<file path="src/rtl/lnk_pkt_tx_pkg.sv">
package lnk_pkt_tx_pkg;

  localparam int LNK_BYTE_W    = 8;
  localparam int LNK_ADDR_W    = 32;
  localparam int LNK_DATA_W    = 32;
  localparam int LNK_CTRL_W    = 4;
  localparam int LNK_MODE_W    = 2;
  localparam int LNK_ADDR_BYTES = LNK_ADDR_W / LNK_BYTE_W;
  localparam int LNK_DATA_BYTES = LNK_DATA_W / LNK_BYTE_W;
  // header byte + destination + data
  localparam int LNK_SHORT_BYTES = 1 + LNK_ADDR_BYTES + LNK_DATA_BYTES;
  // plus source address / upper data
  localparam int LNK_LONG_BYTES  = LNK_SHORT_BYTES + LNK_ADDR_BYTES;
  localparam int LNK_PKT_W       = LNK_LONG_BYTES * LNK_BYTE_W;
  localparam int LNK_CNT_W       = $clog2(LNK_LONG_BYTES);

  typedef enum logic [LNK_MODE_W-1:0] {
    SIZE_8  = 2'b00,
    SIZE_16 = 2'b01,
    SIZE_32 = 2'b10,
    SIZE_64 = 2'b11
  } txSize_e;

  // Field order equals wire order: the top byte goes out first.
  typedef struct packed {
    logic [LNK_CTRL_W-1:0] ctrlMode;
    logic [LNK_MODE_W-1:0] dataMode;
    logic                  write;
    logic                  access;
    logic [LNK_ADDR_W-1:0] dstAddr;
    logic [LNK_DATA_W-1:0] data;
    logic [LNK_ADDR_W-1:0] srcAddr;
  } meshPkt_t;

  // Control-to-datapath strobes.
  typedef struct packed {
    logic load;
    logic shift;
    logic clear;
  } txStrobe_t;

  function automatic logic isLongPkt(input logic write, input logic [LNK_MODE_W-1:0] dataMode);
    return !write || (dataMode == SIZE_64);
  endfunction

endpackage

</file>
<file path="src/rtl/lnk_pkt_tx_sync.sv">
module lnk_pkt_tx_sync #(
  parameter int WIDTH  = 2,
  parameter int STAGES = 2
) (
  input  logic             clk,
  input  logic             rstN,
  input  logic [WIDTH-1:0] asyncIn,
  output logic [WIDTH-1:0] syncOut
);

  logic [WIDTH-1:0] stageQ [STAGES];

  generate
    for (genvar s = 0; s < STAGES; s++) begin : g_stage
      if (s == 0) begin : g_first
        always_ff @(posedge clk or negedge rstN) begin
          if (!rstN) stageQ[s] <= '0;
          else       stageQ[s] <= asyncIn;
        end
      end else begin : g_next
        always_ff @(posedge clk or negedge rstN) begin
          if (!rstN) stageQ[s] <= '0;
          else       stageQ[s] <= stageQ[s-1];
        end
      end
    end
  endgenerate

  assign syncOut = stageQ[STAGES-1];

endmodule

</file>
<file path="src/rtl/lnk_pkt_tx_ctrl.sv">
module lnk_pkt_tx_ctrl
  import lnk_pkt_tx_pkg::*;
(
  input  logic                  clk,
  input  logic                  rstN,
  input  logic                  inValid,
  input  logic                  inWrite,
  input  logic [LNK_MODE_W-1:0] inDataMode,
  input  logic                  rdWaitSync,
  input  logic                  wrWaitSync,
  output logic                  inReady,
  output logic                  txFrame,
  output txStrobe_t             strobe
);

  typedef enum logic {ST_IDLE, ST_SEND} txState_e;

  localparam logic [LNK_CNT_W-1:0] SHORT_LAST = LNK_CNT_W'(LNK_SHORT_BYTES - 1);
  localparam logic [LNK_CNT_W-1:0] LONG_LAST  = LNK_CNT_W'(LNK_LONG_BYTES - 1);

  txState_e             stateQ;
  logic [LNK_CNT_W-1:0] byteCntQ;
  logic [LNK_CNT_W-1:0] lastIdxQ;
  logic                 blocked;
  logic                 accept;
  logic                 atLast;

  always_comb begin
    blocked      = inWrite ? wrWaitSync : rdWaitSync;
    inReady      = (stateQ == ST_IDLE) && !blocked;
    accept       = inValid && inReady;
    atLast       = (byteCntQ == lastIdxQ);
    txFrame      = (stateQ == ST_SEND);
    strobe.load  = accept;
    strobe.shift = (stateQ == ST_SEND) && !atLast;
    strobe.clear = (stateQ == ST_SEND) && atLast;
  end

  always_ff @(posedge clk or negedge rstN) begin
    if (!rstN) begin
      stateQ   <= ST_IDLE;
      byteCntQ <= '0;
      lastIdxQ <= SHORT_LAST;
    end else begin
      unique case (stateQ)
        ST_IDLE: begin
          if (accept) begin
            stateQ   <= ST_SEND;
            byteCntQ <= '0;
            lastIdxQ <= isLongPkt(inWrite, inDataMode) ? LONG_LAST : SHORT_LAST;
          end
        end
        ST_SEND: begin
          if (atLast) stateQ <= ST_IDLE;
          else        byteCntQ <= byteCntQ + 1'b1;
        end
        default: stateQ <= ST_IDLE;
      endcase
    end
  end

endmodule

</file>
<file path="src/rtl/lnk_pkt_tx_dpath.sv">
module lnk_pkt_tx_dpath
  import lnk_pkt_tx_pkg::*;
(
  input  logic                  clk,
  input  logic                  rstN,
  input  txStrobe_t             strobe,
  input  meshPkt_t              pktIn,
  output logic [LNK_BYTE_W-1:0] txData
);

  logic [LNK_PKT_W-1:0] shiftQ;

  always_ff @(posedge clk or negedge rstN) begin
    if (!rstN) begin
      shiftQ <= '0;
    end else if (strobe.load) begin
      shiftQ <= pktIn;
    end else if (strobe.clear) begin
      shiftQ <= '0;
    end else if (strobe.shift) begin
      shiftQ <= {shiftQ[LNK_PKT_W-LNK_BYTE_W-1:0], {LNK_BYTE_W{1'b0}}};
    end
  end

  assign txData = shiftQ[LNK_PKT_W-1 -: LNK_BYTE_W];

endmodule

</file>
<file path="src/rtl/lnk_pkt_tx.sv">
module lnk_pkt_tx
  import lnk_pkt_tx_pkg::*;
#(
  parameter int SYNC_STAGES = 2
) (
  input  logic                  clk,
  input  logic                  rstN,
  input  logic                  inValid,
  output logic                  inReady,
  input  logic                  inAccess,
  input  logic                  inWrite,
  input  logic [LNK_MODE_W-1:0] inDataMode,
  input  logic [LNK_CTRL_W-1:0] inCtrlMode,
  input  logic [LNK_ADDR_W-1:0] inDstAddr,
  input  logic [LNK_DATA_W-1:0] inData,
  input  logic [LNK_ADDR_W-1:0] inSrcAddr,
  input  logic                  rdWaitAsync,
  input  logic                  wrWaitAsync,
  output logic [LNK_BYTE_W-1:0] txData,
  output logic                  txFrame
);

  logic [1:0] waitSync;
  txStrobe_t  strobe;
  meshPkt_t   pktIn;

  always_comb begin
    pktIn.ctrlMode = inCtrlMode;
    pktIn.dataMode = inDataMode;
    pktIn.write    = inWrite;
    pktIn.access   = inAccess;
    pktIn.dstAddr  = inDstAddr;
    pktIn.data     = inData;
    pktIn.srcAddr  = inSrcAddr;
  end

  lnk_pkt_tx_sync #(.WIDTH(2), .STAGES(SYNC_STAGES)) sync_i (
    .clk     (clk),
    .rstN    (rstN),
    .asyncIn ({wrWaitAsync, rdWaitAsync}),
    .syncOut (waitSync)
  );

  lnk_pkt_tx_ctrl ctrl_i (
    .clk        (clk),
    .rstN       (rstN),
    .inValid    (inValid),
    .inWrite    (inWrite),
    .inDataMode (inDataMode),
    .rdWaitSync (waitSync[0]),
    .wrWaitSync (waitSync[1]),
    .inReady    (inReady),
    .txFrame    (txFrame),
    .strobe     (strobe)
  );

  lnk_pkt_tx_dpath dpath_i (
    .clk    (clk),
    .rstN   (rstN),
    .strobe (strobe),
    .pktIn  (pktIn),
    .txData (txData)
  );

endmodule

</file>
<file path="config.mk">
export PLATFORM = sky130hd
export DESIGN_NAME = lnk_pkt_tx
export DESIGN_NICKNAME = d
export VERILOG_FILES = /design/src/rtl/lnk_pkt_tx_pkg.sv /design/src/rtl/lnk_pkt_tx_sync.sv /design/src/rtl/lnk_pkt_tx_ctrl.sv /design/src/rtl/lnk_pkt_tx_dpath.sv /design/src/rtl/lnk_pkt_tx.sv
export SDC_FILE = /design/constraint.sdc
export NUM_CORES = 1
export LEC_CHECK = 0
export BUFFER_PORTS_ARGS = -buffer_cell sky130_fd_sc_hd__buf_2
export CORE_ASPECT_RATIO = 1.5
export CORE_MARGIN = 2
export CORE_UTILIZATION = 55
export CTS_CLUSTER_DIAMETER = 60
export DETAILED_ROUTE_END_ITERATION = 10
export GPL_TIMING_DRIVEN = 0
export PLACE_DENSITY = 0.91
export SYNTH_ARGS = -nofsm -noshare
export SYNTH_HDL_FRONTEND = slang
export SYNTH_SLANG_ARGS = --single-unit
</file>
<file path="constraint.sdc">
create_clock -name clk -period 2.1 [get_ports clk]
set_input_delay 0.105 -clock clk [delete_from_list [all_inputs] [get_ports clk]]
set_output_delay 0.105 -clock clk [all_outputs]
set_load 0.02 [all_outputs]
</file>
==> flow_metrics.tcl <==
set metrics [dict create \
    status "completed" \
    synth_ff_type "dfrtp_1" \
    postRouteAntennaNets 0 \
    cp.arrival_ns 2.27 \
    syn_area_per_cell_um2 11.0 \
    skew_ns 0.0152 \
    diodes 0 \
    ys_seq_area_share_pct 48.9 \
    vias 5833 \
    drc_errors 0 \
    place_area_um2 6630 \
    initial_core_util_pct 55.7 \
    grt_pass1_wl_um 31400 \
    grt_pass1_vias 5940 \
    pre_cts_ws_ns 0.287 \
    yosysUniqueCellTypes 32 \
    drt_pre_antenna_iters 6 \
    cts_root_buf "clkbuf_16" \
    wl_per_cell_um 22.2 \
    synth_seq_cells 114 \
    layout_setup_ws_ns 0.132 \
    crit_start "inWrite" \
    reg2reg_depth 6 \
    core_area_um2 10500 \
    grt_max_degree 62 \
    setup_viol_count_final 0 \
    rows 46 \
    netlist_instances 528 \
    min_period_over_period_pct 93.7 \
    yosysWarnings 0 \
    post-route-min-period_ns 1.97 \
    cts_tree "done" \
    cap_violations 0 \
    fin_area_um2 8260 \
    via_per_inst 6.29 \
    place_congestion 0.886 \
    tightest_slew_ns 0.712 \
    numCtsBuffers 17 \
    regArea_um2 2850 \
    die_area_um2 11500 \
    die_y_um 130 \
    io_buffers 117 \
    grt-ovfl-total 0 \
    dp_hpwl_um 12100 \
    clock_path_buffers 2 \
    syn_area_um2 5830 \
    tns_ns 0 \
    endpoint_kind "flip-flop" \
    syn_to_final_growth_pct 41.6 \
    synth_edf_count 0 \
    p_total_mw 10.6 \
    r2r_end "dpath_i.shiftQ[32]" \
    track_usage_pct 37.1 \
    syn_nets 639 \
    clk_pin_slew_ns 0.06 \
    max_freq_mhz 508 \
    relSlewSlack_pct 52.5 \
    post_cts_buffers 0 \
    final-max-slew-violation-count 0 \
    r2r_slack_ns 0.14 \
    peakVddDrop_mv 1.02 \
    routed_wl_um 20600 \
    cp_max_fo 10 \
    grt_antenna_before_repair 0 \
    clk_latency_ns 0.43 \
    drtIter0Drc 750 \
    min_path_type "primary input to flip-flop" \
    nFillCells 627 \
    clock_sink_count 114 \
    start_kind "primary input" \
    leakagePower_nw 3.81 \
    rr_startpoint "ctrl_i.byteCntQ[0]" \
    final_hold_viol_count 0 \
    die_x_um 88.1 \
    crit_required_ns 2.40 \
    multi_input_area_um2 2430 \
    rsz0062_at_grt "false" \
    async_flop_share_pct 100 \
    path_class "primary input to flip-flop" \
    utilization_pct 78.8 \
    io_pins 119 \
    endpoint "dpath_i.shiftQ[80]" \
    drive_above_1_share_pct 26.8 \
    fin_nets 882 \
    htreeDepth 4 \
    powerDensity_nw_per_um2 1290 \
]
[layout by cell type, fill, tap and decap left out, types with 2 or more instances in the layout]
cell type      instances
a211oi_1              32
a21oi_1                2
a221o_1               32
a31oi_1                6
buf_2                131
buf_4                 19
buf_6                 12
clkbuf_1              20
clkbuf_16             17
clkbuf_8               4
clkinv_2               4
clkinvlp_4             4
dfrtp_1              114
dlygate4sd3_1        106
ha_1                   2
inv_1                 34
mux2i_1               49
nand2_1                4
nand2b_1              27
nand3_1               66
nor2b_1                2
nor3_1                 5
o211ai_1               8
o21ai_0               12
o221ai_1               4
o221ai_2               9
o31ai_1               46
[sequential cells by signal, summed over array words and instances (netlist names)]
signal / flops
sync_i.syncOut: 2
ctrl_i.txFrame: 1
ctrl_i.lastIdxQ: 1
dpath_i.shiftQ: 104
ctrl_i.byteCntQ: 4
sync_i.stageQ: 2
[worst min path at each step]
stage                  start  slack (ns)                   to  cells after the start
3_5_place_dp            rstN        0.20  dpath_i.shiftQ[103]                      1
6_report       inDstAddr[19]       0.008   dpath_i.shiftQ[83]                      3
4_1_cts        inDstAddr[19]       0.007   dpath_i.shiftQ[83]                      3
5_1_grt        inDstAddr[19]        0.03   dpath_i.shiftQ[83]                      3
2_1_floorplan           rstN       -0.19   ctrl_i.byteCntQ[0]                      0
3_3_place_gp     rdWaitAsync        0.21     sync_i.stageQ[2]                      1
[metrics by stage]
stage                     cells  hold slack, ns
after detailed placement    790           0.201
after floorplan             528          -0.191
after global routing        928          0.0290
final                       928         0.00755
after global placement      789           0.214
after CTS                   928         0.00715
[repair_timing]
action                     in CTS  in global routing
hold endpoints to repair      158                  0
hold buffers                  106                  0
resized for setup               0                  2
setup endpoints to repair       0                  1
[Yosys cell counts, types with 2 or more instances]
| cell | count | share of area [%] |
|---|---|---|
| nand3_1 | 66 | 5.7 |
| a21oi_1 | 2 | 0.17 |
| nor3_1 | 5 | 0.43 |
| a211oi_1 | 32 | 4.1 |
| dfrtp_1 | 114 | 49 |
| buf_6 | 12 | 2.3 |
| mux2i_1 | 49 | 8.4 |
| nand2b_1 | 27 | 2.9 |
| o21ai_0 | 12 | 1.0 |
| clkbuf_1 | 19 | 1.2 |
| o211ai_1 | 8 | 1.0 |
| ha_1 | 2 | 0.43 |
| a31oi_1 | 6 | 0.64 |
| o31ai_1 | 46 | 5.9 |
| o221ai_2 | 9 | 2.3 |
| inv_1 | 34 | 2.2 |
| o221ai_1 | 4 | 0.60 |
| buf_2 | 15 | 1.3 |
| nand2_1 | 4 | 0.26 |
| a221o_1 | 32 | 5.5 |
| buf_4 | 18 | 2.3 |
| nor2b_1 | 2 | 0.21 |
[cell families after synthesis]
kind of cell    Yosys count  synth area share, %
compound gates          154                 21.9
xor+xnor                  1                0.279
fa+ha+maj                 2                0.429
buf+inv                  99                 9.46
flops                   114                 48.9
mux                      50                 8.67
simple gates            108                 10.3
[area by class of cell]
| class | count | area share [%] |
|---|---|---|
| Buffer | 65 | 5.15 |
| Clock buffer | 23 | 5.91 |
| Clock inverter | 9 | 0.970 |
| Inverter | 34 | 1.55 |
| Multi-Input combinational cell | 315 | 29.4 |
| Sequential cell | 114 | 34.5 |
| Tap cell | 144 | 2.18 |
| Timing Repair Buffer | 224 | 20.3 |
[per-layer routing]
layer  GRT usage (%)  vias to the layer above  share of wire, %
met3            7.91                      139               8.7
met5               0                        -                 0
met4            23.7                        0               7.2
li1                -                     2460                 -
met2            60.0                      491                49
met1            44.7                     2743                35
[worst max-delay path, stage by stage]
cell and delay, ns:
dlygate4sd3_1 0.52, buf_2 0.18, mux2i_1 0.31, buf_2 0.34, clkbuf_1 0.50, nand3_1 0.16
o31ai_1 0.14
[where the power goes]
| part | leakage (nW) | switching, mW | internal [mW] |
|---|---|---|---|
| logic | 2.06 | 2.31 | 1.81 |
| clock network | 0.271 | 1.11 | 1.74 |
| registers | 1.48 | 0.623 | 3.04 |
(Power assumes the default switching activity.)
